<file path="src/rtl/sertx_pkg.sv">
package sertx_pkg;
    localparam int CHAR_W = 8;

    typedef enum logic [1:0] {
        PH_IDLE  = 2'd0,
        PH_START = 2'd1,
        PH_DATA  = 2'd2,
        PH_STOP  = 2'd3
    } tx_phase_e;
endpackage

</file>
<file path="src/rtl/sertx_fifo.sv">
module sertx_fifo #(
    parameter int DEPTH = 16,
    parameter int DW    = 8
) (
    input  logic          clk,
    input  logic          rst_n,
    input  logic          one_entry,
    input  logic          push,
    input  logic [DW-1:0] push_data,
    input  logic          pop,
    output logic [DW-1:0] head,
    output logic          full,
    output logic          empty
);
    localparam int AW   = $clog2(DEPTH);
    localparam int CNTW = $clog2(DEPTH + 1);

    typedef struct packed {
        logic [AW-1:0]   wp;
        logic [AW-1:0]   rp;
        logic [CNTW-1:0] cnt;
    } fifo_st_t;

    fifo_st_t        st_d, st_q;
    logic [DW-1:0]   mem_q [DEPTH];
    logic [CNTW-1:0] cap;
    logic            push_ok, pop_ok;

    function automatic logic [AW-1:0] ptr_inc(input logic [AW-1:0] p);
        return (p == AW'(DEPTH - 1)) ? '0 : p + AW'(1);
    endfunction

    always_comb begin
        cap     = one_entry ? CNTW'(1) : CNTW'(DEPTH);
        full    = (st_q.cnt >= cap);
        empty   = (st_q.cnt == '0);
        push_ok = push && !full;
        pop_ok  = pop && !empty;
        head    = mem_q[st_q.rp];

        st_d = st_q;
        if (push_ok) st_d.wp = ptr_inc(st_q.wp);
        if (pop_ok)  st_d.rp = ptr_inc(st_q.rp);
        case ({push_ok, pop_ok})
            2'b10:   st_d.cnt = st_q.cnt + CNTW'(1);
            2'b01:   st_d.cnt = st_q.cnt - CNTW'(1);
            default: st_d.cnt = st_q.cnt;
        endcase
    end

    always_ff @(posedge clk) begin
        if (!rst_n) st_q <= '0;
        else        st_q <= st_d;
    end

    always_ff @(posedge clk) begin
        if (push_ok) mem_q[st_q.wp] <= push_data;
    end
endmodule

</file>
<file path="src/rtl/sertx_shifter.sv">
module sertx_shifter
    import sertx_pkg::*;
#(
    parameter int OVS = 16
) (
    input  logic              clk,
    input  logic              rst_n,
    input  logic              tick,
    input  logic              go_ok,
    input  logic              have_data,
    input  logic [CHAR_W-1:0] data,
    input  logic [1:0]        wlen,
    output logic              load,
    output logic              txd
);
    localparam int TW = $clog2(OVS);

    typedef struct packed {
        tx_phase_e         phase;
        logic [TW-1:0]     tcnt;
        logic [2:0]        bidx;
        logic [2:0]        last;
        logic [CHAR_W-1:0] sh;
    } sh_st_t;

    sh_st_t st_d, st_q;
    logic   bit_end;

    always_comb begin
        bit_end = tick && (st_q.tcnt == TW'(OVS - 1));
        load    = tick && go_ok && have_data &&
                  ((st_q.phase == PH_IDLE) || ((st_q.phase == PH_STOP) && bit_end));

        st_d = st_q;
        if (tick && st_q.phase != PH_IDLE)
            st_d.tcnt = bit_end ? '0 : st_q.tcnt + TW'(1);

        case (st_q.phase)
            PH_START: if (bit_end) begin
                st_d.phase = PH_DATA;
                st_d.bidx  = '0;
            end
            PH_DATA: if (bit_end) begin
                if (st_q.bidx == st_q.last) begin
                    st_d.phase = PH_STOP;
                end else begin
                    st_d.bidx = st_q.bidx + 3'd1;
                    st_d.sh   = st_q.sh >> 1;
                end
            end
            PH_STOP: if (bit_end) st_d.phase = PH_IDLE;
            default: ;
        endcase

        if (load) begin
            st_d.phase = PH_START;
            st_d.tcnt  = '0;
            st_d.bidx  = '0;
            st_d.sh    = data;
            st_d.last  = {1'b0, wlen} + 3'd4;
        end

        case (st_q.phase)
            PH_START: txd = 1'b0;
            PH_DATA:  txd = st_q.sh[0];
            default:  txd = 1'b1;
        endcase
    end

    always_ff @(posedge clk) begin
        if (!rst_n) st_q <= '{phase: PH_IDLE, default: '0};
        else        st_q <= st_d;
    end
endmodule

</file>
<file path="src/rtl/sertx_core.sv">
module sertx_core
    import sertx_pkg::*;
#(
    parameter int DEPTH = 16,
    parameter int OVS   = 16
) (
    input  logic              clk,
    input  logic              rst_n,
    input  logic              wr_en,
    input  logic [CHAR_W-1:0] wr_data,
    input  logic              rd_en,
    output logic [CHAR_W-1:0] rd_data,
    input  logic              test_mode,
    input  logic              blk_en,
    input  logic              tx_en,
    input  logic              fifo_mode,
    input  logic [1:0]        wlen_sel,
    input  logic              tick16,
    output logic              txd,
    output logic [7:0]        status
);
    localparam int FULL_BIT  = 5;
    localparam int EMPTY_BIT = 7;

    logic              buf_full, buf_empty;
    logic [CHAR_W-1:0] buf_head;
    logic              shift_load, test_pop, fifo_pop, go_ok;

    always_comb begin
        go_ok    = blk_en && tx_en && !test_mode;
        test_pop = test_mode && rd_en;
        fifo_pop = shift_load || test_pop;
        rd_data  = buf_empty ? '0 : buf_head;
        status            = '0;
        status[FULL_BIT]  = buf_full;
        status[EMPTY_BIT] = buf_empty;
    end

    sertx_fifo #(.DEPTH(DEPTH), .DW(CHAR_W)) u_fifo (
        .clk       (clk),
        .rst_n     (rst_n),
        .one_entry (!fifo_mode),
        .push      (wr_en),
        .push_data (wr_data),
        .pop       (fifo_pop),
        .head      (buf_head),
        .full      (buf_full),
        .empty     (buf_empty)
    );

    sertx_shifter #(.OVS(OVS)) u_shift (
        .clk       (clk),
        .rst_n     (rst_n),
        .tick      (tick16),
        .go_ok     (go_ok),
        .have_data (!buf_empty),
        .data      (buf_head),
        .wlen      (wlen_sel),
        .load      (shift_load),
        .txd       (txd)
    );
endmodule

</file>
<file path="config.mk">
export PLATFORM = sky130hd
export DESIGN_NAME = sertx_core
export DESIGN_NICKNAME = d
export VERILOG_FILES = /design/src/rtl/sertx_pkg.sv /design/src/rtl/sertx_fifo.sv /design/src/rtl/sertx_shifter.sv /design/src/rtl/sertx_core.sv
export SDC_FILE = /design/constraint.sdc
export NUM_CORES = 1
export LEC_CHECK = 0
export BUFFER_PORTS_ARGS = -buffer_cell sky130_fd_sc_hd__buf_4
export CAP_MARGIN = 30
export CORE_MARGIN = 5
export CORE_UTILIZATION = 40
export DETAILED_ROUTE_END_ITERATION = 7
export PLACE_DENSITY_LB_ADDON = 0.15
export SLEW_MARGIN = 20
export SYNTH_ARGS = -nofsm -noshare
export SYNTH_HDL_FRONTEND = slang
export SYNTH_SLANG_ARGS = --single-unit
</file>
<file path="constraint.sdc">
create_clock -name clk -period 4.4 [get_ports clk]
set_input_delay 0.22 -clock clk [delete_from_list [all_inputs] [get_ports clk]]
set_output_delay 0.22 -clock clk [all_outputs]
set_load 0.01 [all_outputs]
</file>
* Yosys cells after proc, flatten, opt, wreduce, memory -nomap -nowiden *
Memory sizes are Yosys's and may differ from the RTL's. A register that Yosys moved wholly into a read port is not among the register bits.
Index checks and enable logic that the tools add are counted.
Widths: inputs -> output; s select.

word-level totals
  bits in registers = 33
  latch bits = 0
  bits in writable memories = 128
  ROM bits = 0
  input port bits = 19
  output and inout port bits = 17
  word-level logic and storage cells = 93
  memories kept = 1

operators by class
  $add $sub $neg = 7
  $mul = 0
  divide/modulo/power cells = 0
  $lt $le $gt $ge = 1
  equality and inequality tests = 19
  shift-type cells = 0
  muxes and demuxes = 25
  bitwise operators = 1
  reductions and logical operators = 30

memory list
  name          depth  bits a word  read ports  clocked after memory_dff  wr ports  RTL line          RTL
  u_fifo.mem_q  16     8            1           1                         1         sertx_fifo.sv:25  logic [DW-1:0] mem_q [DEPTH];

operators with widths
  operator             number
  $mux 8               4
  $mux 4               6
  $mux 19              1
  $add 4x1->4 const B  3
  $eq 4x4->1 const B   3
  $ne 3x2->1 const B   4
  $logic_and 1x1->1    11
  $pmux 5 s2           1
  $reduce_and 5->1     2
  $reduce_bool 2->1    5
  $mux 3               3
  $mux 2               4
  $ne 2x1->1 const B   4
  $eq 2x2->1 const B   3
  $pmux 2 s3           1
  $pmux 3 s2           1
  $add 5x1->5 const B  1
  $ge 5x5->1           1
  $logic_not 5->1      1
  $mux 5               1
  $sub 5x1->5 const B  1
  $eq 2x1->1 const B   2
  $ne 2x2->1 const B   2
  $reduce_and 4->1     1
  13 further kinds     17

* Logic depth before layout (Yosys ltp) *
Gate-level depths: netlist (run 1).

  depth after elaboration = 9
  mapped depth = 16
  mapped depth without buffers = 14

* Hierarchy *
A second synthesis (run 1) with hierarchy kept.

unflattened totals
  cell total of the unflattened synthesis = 475
  area total of the unflattened synthesis = 7373.3 um2

by module, submodules not included
  module         instances  cells each  area an instance (um2)  seq. area each (um2)
  sertx_fifo     1          331         6053.3                  4184.0
  sertx_shifter  1          123         1182.4                  400.4
  sertx_core     1          21          137.6                   0.0

* Worst setup path before layout (run 1) *
No wires, ideal clock.

  kind = register to register
  from = register u_fifo.st_q[0] in the netlist's numbering
  to = register u_fifo.st_q[4] in the netlist's numbering
  library setup time = 0.070 ns
  data arrival time = 2.981 ns
  required time = 4.330 ns
  setup slack = 1.349 ns
  cell stages (with the launch flop) = 16
  buffers on the path = 2
  period minus slack after synthesis = 3.051 ns
  cells stage by stage = dfxtp_1 inv_1 ha_1 nand2b_1 o21ai_1 and3b_1 buf_2 buf_4 inv_2 ha_1 ha_1 nor2b_1 o21ai_1 a21oi_1 or4_1 a21boi_1

on the way
  longest elaborated chain between the ends = 8
  elaborated cells on any way between the ends = 15
  those cells by class = add/sub: 2; order compare: 1; eq/ne: 2; mux: 1; reduce/logical: 9

RTL lines
  what                                                RTL line          RTL
  start: declaration                                  sertx_fifo.sv:24  fifo_st_t st_d, st_q;
  start signal: assignment                            sertx_fifo.sv:53  else st_q <= st_d;
  branches (longest 8 deep; another with $ge 5x5->1)  --

Several ways; the timed one is not identified.
A chain may end at the register's enable or synchronous reset.

* Final worst setup path (run 1) *
Same ends and word-level chain as after synthesis.

==> flow_metrics.tcl, run 1 <==
set metrics [dict create \
    synth-edff-count 128 \
    cts_setup_buffers 0 \
    cts_buffers 17 \
    synthTopCellsByArea "edfxtp_1 (55%), dfxtp_1 (11%), mux4_2 (10%), ha_1 (2.3%), mux2i_1 (1.9%)" \
    antenna_cells 0 \
    drt-total-wl_um 14200 \
    fin_worst_skew_ps 10.4 \
    switching_share_pct 26.6 \
    slew-limit-headroom_pct 36.2 \
    grt_overflow 0 \
    die_h_um 142 \
    fin_tns_setup_ps 0 \
    ys.flop_type "edfxtp_1" \
    crit_chain "inv_1 -> ha_1 -> nand2b_1 -> o21ai_1 -> and3b_1 -> inv_2 -> ha_1 -> ha_1 -> nor2b_1 -> o21ai_1 -> a21oi_1 -> or4_1 -> a21boi_1" \
    core_region_area_sq_um 17200 \
    critPathMostFrequentCell "ha_1" \
    power_frac_clock_pct 36.9 \
    grt_pass1_wl_um 22400 \
    p_leak_nw 2.78 \
    pwr-share-seq_pct 46.2 \
    synthTopCellsByCount "edfxtp_1 (128), dfxtp_1 (37), mux4_2 (32)" \
    cts_tree "yes" \
    syn_area_sq_um 6940 \
    status "finished clean" \
    vdd_drop_max_mv 0.292 \
    numClockSinks 165 \
    firstDrtPassIters 4 \
    pre_cts_slack_ps 1040 \
    track_usage_pct 15.1 \
    start_util_pct 40.4 \
    pin_count 36 \
    setup_viol 0 \
    vias 3741 \
    worst_pin_slew_ps 955 \
    rsz0062_at_grt "no" \
    drive_gt1_share_pct 22.6 \
    clk_path_buf_depth 2 \
    nets 498 \
    maxCapViolCount 0 \
    grt_max_degree 23 \
    wl_met2_um 6980 \
    drv_slew 0 \
    dpl.hpwl_um 9410 \
    critPathBufInv 2 \
    area_delta_synth_final_pct 13.9 \
    antenna_found_initial 0 \
    p_int_mw 2.84 \
    hp-class "input pin to register" \
    wl_met1_um 6700 \
    synth_top_cell_area_share_pct 55.4 \
    hold_viol 0 \
    switchingPower_mw 1.03 \
    async_flop_share_pct 0 \
    hold_buffers 0 \
    dr.max_layer_used "met4" \
    synth_most_common_cell "edfxtp_1" \
    cp_max_fo 19 \
    comb_power_share_pct 17.0 \
    fin_ws_ps 1010 \
    crit_family "simple AND/OR/NAND/NOR gates" \
    synth_top_area_cell "edfxtp_1" \
    gp_congestion 0.756 \
    yosysSeqAreaShare_pct 66.0 \
    synth_cell_type_count 52 \
    synth.avg_cell_area_sq_um 16.0 \
    fin_crit_sh_pct 77.1 \
    seqCellArea_sq_um 4590 \
    synth_cells 433 \
    drc 0 \
    multi_input_area_sq_um 2160 \
    drtIter0Drc 166 \
    fill_cells 1509 \
    clock.fmax_ghz 0.295 \
    port_buffers 29 \
    final_util_pct 46.0 \
    crit_path_max_incr_delay_ps 550 \
    ctsHtreeMaxLevel 4 \
    end_kind "register" \
    critPathLaunchType "register" \
    dr_wl_met3_um 453 \
    ant_nets 0 \
    fin_crit_ps 3390 \
    cp.required_ps 4750 \
    crit_slowest_cell "and3b_1" \
    pwr_density_cell_nw_per_um2 489 \
    routed_via_density 5.32 \
    dieArea_sq_um 20100 \
    die_w_um 142 \
    synth_seq_cells 165 \
    ys_warn_count 0 \
    clk_latency_ps 420 \
    wire_per_inst_um 20.3 \
    rows 48 \
    path_clk_slew_ps 70 \
    arrival_ps 3750 \
    cts_resized 0 \
    clockRootBuffer "clkbuf_16" \
    criticalPathCategory "register to register" \
    grt_pass1_vias 3829 \
]
-- flip-flops by register name, summed over array words and instances (netlist names), named ones only --
name and flops:
u_fifo.mem_q 128, u_shift.st_q 20, u_fifo.st_q 13
-- worst register-to-register path, delay by kind of cell, from the launching register on --
| kind | cells | cell delay [ps] |
|---|---|---|
| buffers and inverters | 2 | 160 |
| AND/OR/NAND/NOR | 4 | 1280 |
| adder cells (fa/ha/maj) | 3 | 860 |
| AO/OA/AOI/OAI | 4 | 590 |
| flip-flops | 1 | 430 |
-- placed cells by master, fill, tap and decap left out, drive strengths merged, types with 12 or more instances in the layout --
master,synthesis,layout
nor2b,12,12
and3,18,18
nand2,15,15
ha,13,13
dfxtp,37,37
mux4,32,32
nor2,21,21
edfxtp,128,128
clkbuf,7,17
mux2i,13,13
buf,20,35
inv,10,17
-- metal layers --
| metal | track usage, % | vias up |
|---|---|---|
| met5 | 0 | - |
| met4 | 4.39 | 0 |
| met3 | 3.84 | 8 |
| met2 | 24.1 | 47 |
| met1 | 20.5 | 1946 |
| li1 | - | 1740 |
-- cells by family after synthesis --
kind of cell / share of synthesized area, %
fa+ha+maj: 2.63
flops: 66.0
simple gates: 8.11
other cells: 0.0540
xor+xnor: 1.39
mux: 12.3
compound gates: 6.40
buf+inv: 3.14
-- layout make-up --
| cell class | count | area share (%) |
|---|---|---|
| clock inverters | 15 | 1.84 |
| multi-input cells | 236 | 27.3 |
| flip-flops and latches | 165 | 58.0 |
| inverters | 10 | 0.475 |
| clock buffers | 17 | 5.38 |
| repair buffers | 35 | 3.42 |
| well taps | 225 | 3.56 |
-- power groups by stage --
stage               registers (mW)  logic [mW]  clock network [mW]
floorplan                     1.78       0.484                   0
global placement              1.82       0.656                   0
detailed placement            1.82       0.663                   0
CTS                           1.79       0.667                1.46
global route                  1.79       0.721                1.53
finish                        1.78       0.655                1.43
-- stage by stage --
stage / area, sq um / total power [mW] / hold WS (ps) / std cells
final: 7910 / 3.87 / 61.6 / 703
after global placement: 7310 / 2.48 / 463 / 669
after floorplan: 6960 / 2.27 / 319 / 438
after CTS: 7910 / 3.91 / 43.0 / 703
after global routing: 7910 / 4.05 / 68.7 / 703
after detailed placement: 7330 / 2.49 / 480 / 671
-- final timing paths --
kind                                  startpoint                to  slack, ps  cells past startpoint
worst max-delay path              u_fifo.st_q[0]    u_fifo.st_q[4]       1010                     13
worst min register to register  u_shift.st_q[10]  u_shift.st_q[10]        490                      1
worst min-delay path                 wlen_sel[0]   u_shift.st_q[8]         60                      3
worst max register to register    u_fifo.st_q[0]    u_fifo.st_q[4]       1010                     13
No activity file was read; power rests on OpenSTA's default activity.
==> inputs of run 2 (changes only) <==
Settings changed: ABC_AREA set to 1.
Clock period 4.4 ns to 3.4 ns, I/O delays scaled along.
==> flow_metrics.tcl, run 2 <==
set metrics [dict create \
    status "finished clean" \
    fin_ws_ps 527 \
    top_regs "u_fifo.mem_q (128), u_shift.st_q (20), u_fifo.st_q (13)" \
    drtIter0Drc 497 \
    nets 792 \
    criticalPathCategory "register to register" \
    final_common_cell "nand2_1" \
    gp_congestion 0.833 \
    synth_top_area_cell "edfxtp_1" \
    p_int_mw 3.71 \
    slew-limit-headroom_pct 37.6 \
    clockRootBuffer "clkbuf_16" \
    synthTopCellsByArea "edfxtp_1 (52%), dfxtp_1 (9.9%), nand2_1 (7.0%), nand3_1 (4.4%), nor2_1 (4.3%)" \
    top_register "u_fifo.mem_q" \
    end_kind "register" \
    grt_overflow 0 \
    cp_max_fo 10 \
    pwr_density_cell_nw_per_um2 640 \
    p_leak_nw 3.20 \
    routed_via_density 5.10 \
    start_util_pct 41.0 \
    setup_viol 0 \
    synth_top_cell_area_share_pct 51.6 \
    switchingPower_mw 1.64 \
    fin_crit_ps 2870 \
    whs_ps 17.7 \
    synthTopCellsByCount "nand2_1 (139), edfxtp_1 (128), nor2_1 (86)" \
    clk_latency_ps 430 \
    dieArea_sq_um 21400 \
    vias 5106 \
    rsz0062_at_grt "no" \
    die_w_um 146 \
    drt-total-wl_um 16800 \
    fin_worst_skew_ps 6.95 \
    largest_reg_flops 128 \
    worst_pin_slew_ps 935 \
    ys_warn_count 0 \
    core_region_area_sq_um 18100 \
    grt_pass1_vias 4916 \
    crit_slowest_cell "ha_1" \
    fin_crit_sh_pct 84.5 \
    grt_pass1_wl_um 26800 \
    syn_area_sq_um 7450 \
    drive_gt1_share_pct 11.9 \
    crit_chain "inv_1 -> ha_1 -> o31ai_4 -> nand3_2 -> ha_1 -> ha_1 -> nand2_1 -> nor2_1 -> a211oi_1 -> xor2_1 -> nand2_1 -> a21oi_1" \
    die_h_um 146 \
    switching_share_pct 30.6 \
    synth.avg_cell_area_sq_um 10.2 \
    ctsHtreeMaxLevel 4 \
    antenna_cells 0 \
    wire_per_inst_um 16.8 \
    fin_tns_setup_ps 0 \
    firstDrtPassIters 5 \
    crit_path_max_incr_delay_ps 360 \
    clock.fmax_ghz 0.348 \
    track_usage_pct 16.1 \
    synth_cell_type_count 40 \
    synth_most_common_cell "nand2_1" \
    arrival_ps 3220 \
    port_buffers 29 \
    rows 49 \
    hp-class "input pin to register" \
    grt_max_degree 83 \
    antenna_found_initial 0 \
    synth_seq_cells 165 \
    final_util_pct 46.0 \
    pwr-share-seq_pct 43.3 \
    synth-edff-count 128 \
    pre_cts_slack_ps 515 \
    critPathLaunchType "register" \
    ant_nets 0 \
    yosysSeqAreaShare_pct 61.6 \
    numClockSinks 165 \
    ys.flop_type "edfxtp_1" \
    hold_viol 0 \
    async_flop_share_pct 0 \
    drv_slew 0 \
    path_clk_slew_ps 60 \
    cts_buffers 17 \
    final_cell_mix "nand2_1 (139), edfxtp_1 (128), nor2_1 (86)" \
    drc 0 \
    power_frac_clock_pct 32.6 \
    cts_resized 0 \
    cts_tree "yes" \
    synth_cells 732 \
    pin_count 36 \
    fin_cells 1001 \
    dpl.hpwl_um 11100 \
    clk_path_buf_depth 2 \
    hold_buffers 0 \
    dp.cells 969 \
    vdd_drop_max_mv 0.427 \
    critPathMostFrequentCell "ha_1" \
    cp.required_ps 3750 \
    fill_cells 1709 \
    cts_setup_buffers 0 \
    comb_power_share_pct 24.1 \
    maxCapViolCount 0 \
    area_delta_synth_final_pct 12.0 \
]
==> run 2: cell count changes in the layout (fill, tap and decap cells not counted), sizes merged, moves of 29 or more <==
cell,previous run,this run
a21oi,10,39
inv,17,74
mux4,32,0
nand2,15,152
nand3,3,68
nor2,21,90
o21ai,11,48
==> run 2: power groups by stage <==
stage / logic, mW / registers, mW / clock network, mW
floorplan: 0.917 / 2.34 / 0
global placement: 1.28 / 2.35 / 0
detailed placement: 1.30 / 2.36 / 0
CTS: 1.31 / 2.31 / 1.77
global route: 1.45 / 2.32 / 1.86
finish: 1.29 / 2.31 / 1.74
==> run 2: cell type report <==
| type | instances | area (sq um) | share of cell area, % |
|---|---|---|---|
| flip-flops and latches | 165 | 4590 | 55.0 |
| multi-input cells | 462 | 2360 | 28.3 |
| clock buffers | 20 | 437 | 5.23 |
| repair buffers | 38 | 298 | 3.57 |
| inverters | 75 | 287 | 3.43 |
| well taps | 229 | 287 | 3.43 |
| clock inverters | 12 | 88.8 | 1.06 |
==> run 2: logic make-up (layout without fill, tap and decap cells) <==
family | Yosys count | count (layout) | share of synthesized area [%]
simple gates | 320 | 320 | 19.2
flops | 165 | 165 | 61.6
compound gates | 112 | 112 | 8.59
buf+inv | 110 | 145 | 6.97
fa+ha+maj | 14 | 14 | 2.45
xor+xnor | 10 | 10 | 1.18
other cells | 1 | 6 | 0.0504
==> run 2: per-stage QoR <==
stage / instance area, sq um / power, mW
final: 8340 / 5.34
after global routing: 8340 / 5.62
after CTS: 8340 / 5.39
after detailed placement: 7820 / 3.66
after global placement: 7820 / 3.64
after floorplan: 7460 / 3.26
==> run 2: layer usage <==
metal  vias up  GRT usage (%)  part of all wire, %
met1      2450           21.7                   44
met2       124           26.2                   49
li1       2513              -                    -
met3        19           3.84                  5.3
met5         -              0                    0
met4         0           4.80                  1.5
==> run 2: final timing paths <==
path                    from               to  slack [ps]  depth (start not counted)
max           u_fifo.st_q[0]   u_fifo.st_q[4]         530                         12
max reg2reg   u_fifo.st_q[0]   u_fifo.st_q[4]         530                         12
min reg2reg  u_shift.st_q[9]  u_shift.st_q[9]         470                          2
min              wlen_sel[1]  u_shift.st_q[9]          20                          3
==> run 2: critical path, delay by kind of cell (launching register included) <==
family / cells / cell delay, ps
AO/OA/AOI/OAI: 3 / 690
AND/OR/NAND/NOR: 4 / 460
flip-flops: 1 / 350
XOR/XNOR: 1 / 180
adder cells (fa/ha/maj): 3 / 1020
buffers and inverters: 1 / 100
==> inputs of run 3 (changes only) <==
Clock period 3.4 ns to 2.5 ns, I/O delays scaled along.
==> flow_metrics.tcl, run 3 (synthesis results as in run 2) <==
set metrics [dict create \
    status "finished clean" \
    start_util_pct 41.0 \
    fin_crit_sh_pct 93.8 \
    comb_power_share_pct 25.5 \
    fin_tns_setup_ps 0 \
    hold_viol 0 \
    fin_ws_ps 156 \
    dpl.hpwl_um 11700 \
    core_region_area_sq_um 18100 \
    cts_setup_buffers 0 \
    dieArea_sq_um 21400 \
    drtIter0Drc 525 \
    reg2reg_setup_slack_ps 160 \
    hp-start "wr_en" \
    nets 814 \
    drive_gt1_share_pct 15.1 \
    timing.rr.end "u_fifo.st_q[4]" \
    r2r-start "u_fifo.st_q[0]" \
    clk_latency_ps 420 \
    ctsHtreeMaxLevel 4 \
    clk_path_buf_depth 2 \
    ff2ff_path_depth 12 \
    gp_congestion 0.846 \
    path_clk_slew_ps 60 \
    die_h_um 146 \
    pwr_density_cell_nw_per_um2 884 \
    fin_crit_ps 2340 \
    pre_cts_slack_ps 17.5 \
    whs_endpoint "u_fifo.st_q[11]" \
    vias 5177 \
    routed_via_density 5.06 \
    grt_pass1_wl_um 27900 \
    grt_overflow 0 \
    drv_slew 0 \
    antenna_cells 0 \
    criticalPathCategory "register to register" \
    drt-total-wl_um 17600 \
    top_regs "u_fifo.mem_q (128), u_shift.st_q (20), u_fifo.st_q (13)" \
    port_buffers 29 \
    cts_buffers 17 \
    clockRootBuffer "clkbuf_16" \
    cp.required_ps 2850 \
    firstDrtPassIters 6 \
    end_kind "register" \
    arrival_ps 2700 \
    critPathLaunchType "register" \
    switchingPower_mw 2.37 \
    pin_count 36 \
    pwr-share-seq_pct 41.3 \
    p_int_mw 5.26 \
    final_util_pct 47.5 \
    area_delta_synth_final_pct 15.8 \
    hp-class "input pin to register" \
    drc 0 \
    p_leak_nw 3.36 \
    die_w_um 146 \
    clock.fmax_ghz 0.427 \
    p_total_mw 7.63 \
    final_common_cell "nand2_1" \
    whs_path_depth 3 \
    wire_per_inst_um 17.2 \
    grt_pass1_vias 5059 \
    setup_viol 0 \
    power_frac_clock_pct 33.2 \
    track_usage_pct 16.7 \
    largest_reg_flops 128 \
    antenna_found_initial 0 \
    maxCapViolCount 0 \
    vdd_drop_max_mv 0.490 \
    slew-limit-headroom_pct 62.5 \
    top_register "u_fifo.mem_q" \
    whs_ps 17.6 \
    grt_max_degree 36 \
    numClockSinks 165 \
    cts_tree "yes" \
    switching_share_pct 31.0 \
    ant_nets 0 \
    worst_pin_slew_ps 562 \
    cp_max_fo 5 \
    final_cell_mix "nand2_1 (139), edfxtp_1 (128), nor2_1 (86)" \
    rows 49 \
    fin_worst_skew_ps 7.14 \
]
run 3: cell types whose count changed in the layout (fill, tap and decap cells not counted), moves of 2 or more:
cell	delta
buf_12	+3
buf_4	+18
clkinv_2	-3
clkinv_4	+3
clkinvlp_4	-2
ha_1	-2
ha_4	+2
inv_6	+2
run 3: how the worst max path moves through the flow:
stage | startpoint | endpoint | slack, ps
2_1_floorplan | u_fifo.st_q[0] | u_fifo.st_q[4] | 30
3_3_place_gp | u_fifo.st_q[0] | u_fifo.st_q[4] | 120
3_5_place_dp | u_fifo.st_q[0] | u_fifo.st_q[4] | 20
4_1_cts | u_fifo.st_q[0] | u_fifo.st_q[4] | 5
5_1_grt | u_shift.st_q[15] | u_fifo.st_q[4] | -30
6_report | u_fifo.st_q[0] | u_fifo.st_q[4] | 160
run 3: metal layers:
metal	vias to the layer above	global-route usage [%]	share of wire (%)
li1	2567	-	-
met1	2451	23.5	47
met2	138	26.2	46
met3	21	3.10	4.5
met4	0	5.79	1.6
met5	-	0	0
run 3: through the flow:
step	cells	cell area [sq um]
global route	1023	8630
global placement	991	8020
floorplan	737	7470
finish	1023	8630
detailed placement	991	8020
CTS	1023	8590
run 3: worst max-delay path, stage by stage (launching register included):
cell	delay, ps
dfxtp_1	360
inv_2	90
ha_4	220
o31ai_4	240
nand3_2	150
ha_4	220
ha_1	340
nand2_1	80
nor2_1	60
a211oi_2	170
xor2_1	170
nand2_1	70
a21oi_1	110
run 3: cell type report:
| class | count | area (sq um) |
|---|---|---|
| clock buffer | 19 | 433 |
| clock inverter | 13 | 133 |
| fill | 1670 | 9520 |
| inverter | 75 | 287 |
| multi-input combinational | 462 | 2400 |
| sequential | 165 | 4590 |
| tap | 229 | 287 |
| timing repair buffer | 60 | 504 |
run 3: power groups by stage:
stage / Clock (mW) / Combinational [mW] / Sequential [mW]
4_1_cts: 2.57 / 1.92 / 3.15
5_1_grt: 2.67 / 2.16 / 3.16
2_1_floorplan: 0 / 1.25 / 3.19
3_5_place_dp: 0 / 1.91 / 3.21
6_report: 2.53 / 1.95 / 3.15
3_3_place_gp: 0 / 1.88 / 3.20
run 3: repair_timing:
action / 4_1_cts / 5_1_grt
gates resized for setup: 0 / 7
setup endpoints to repair: 0 / 4
hold buffers: 0 / 0
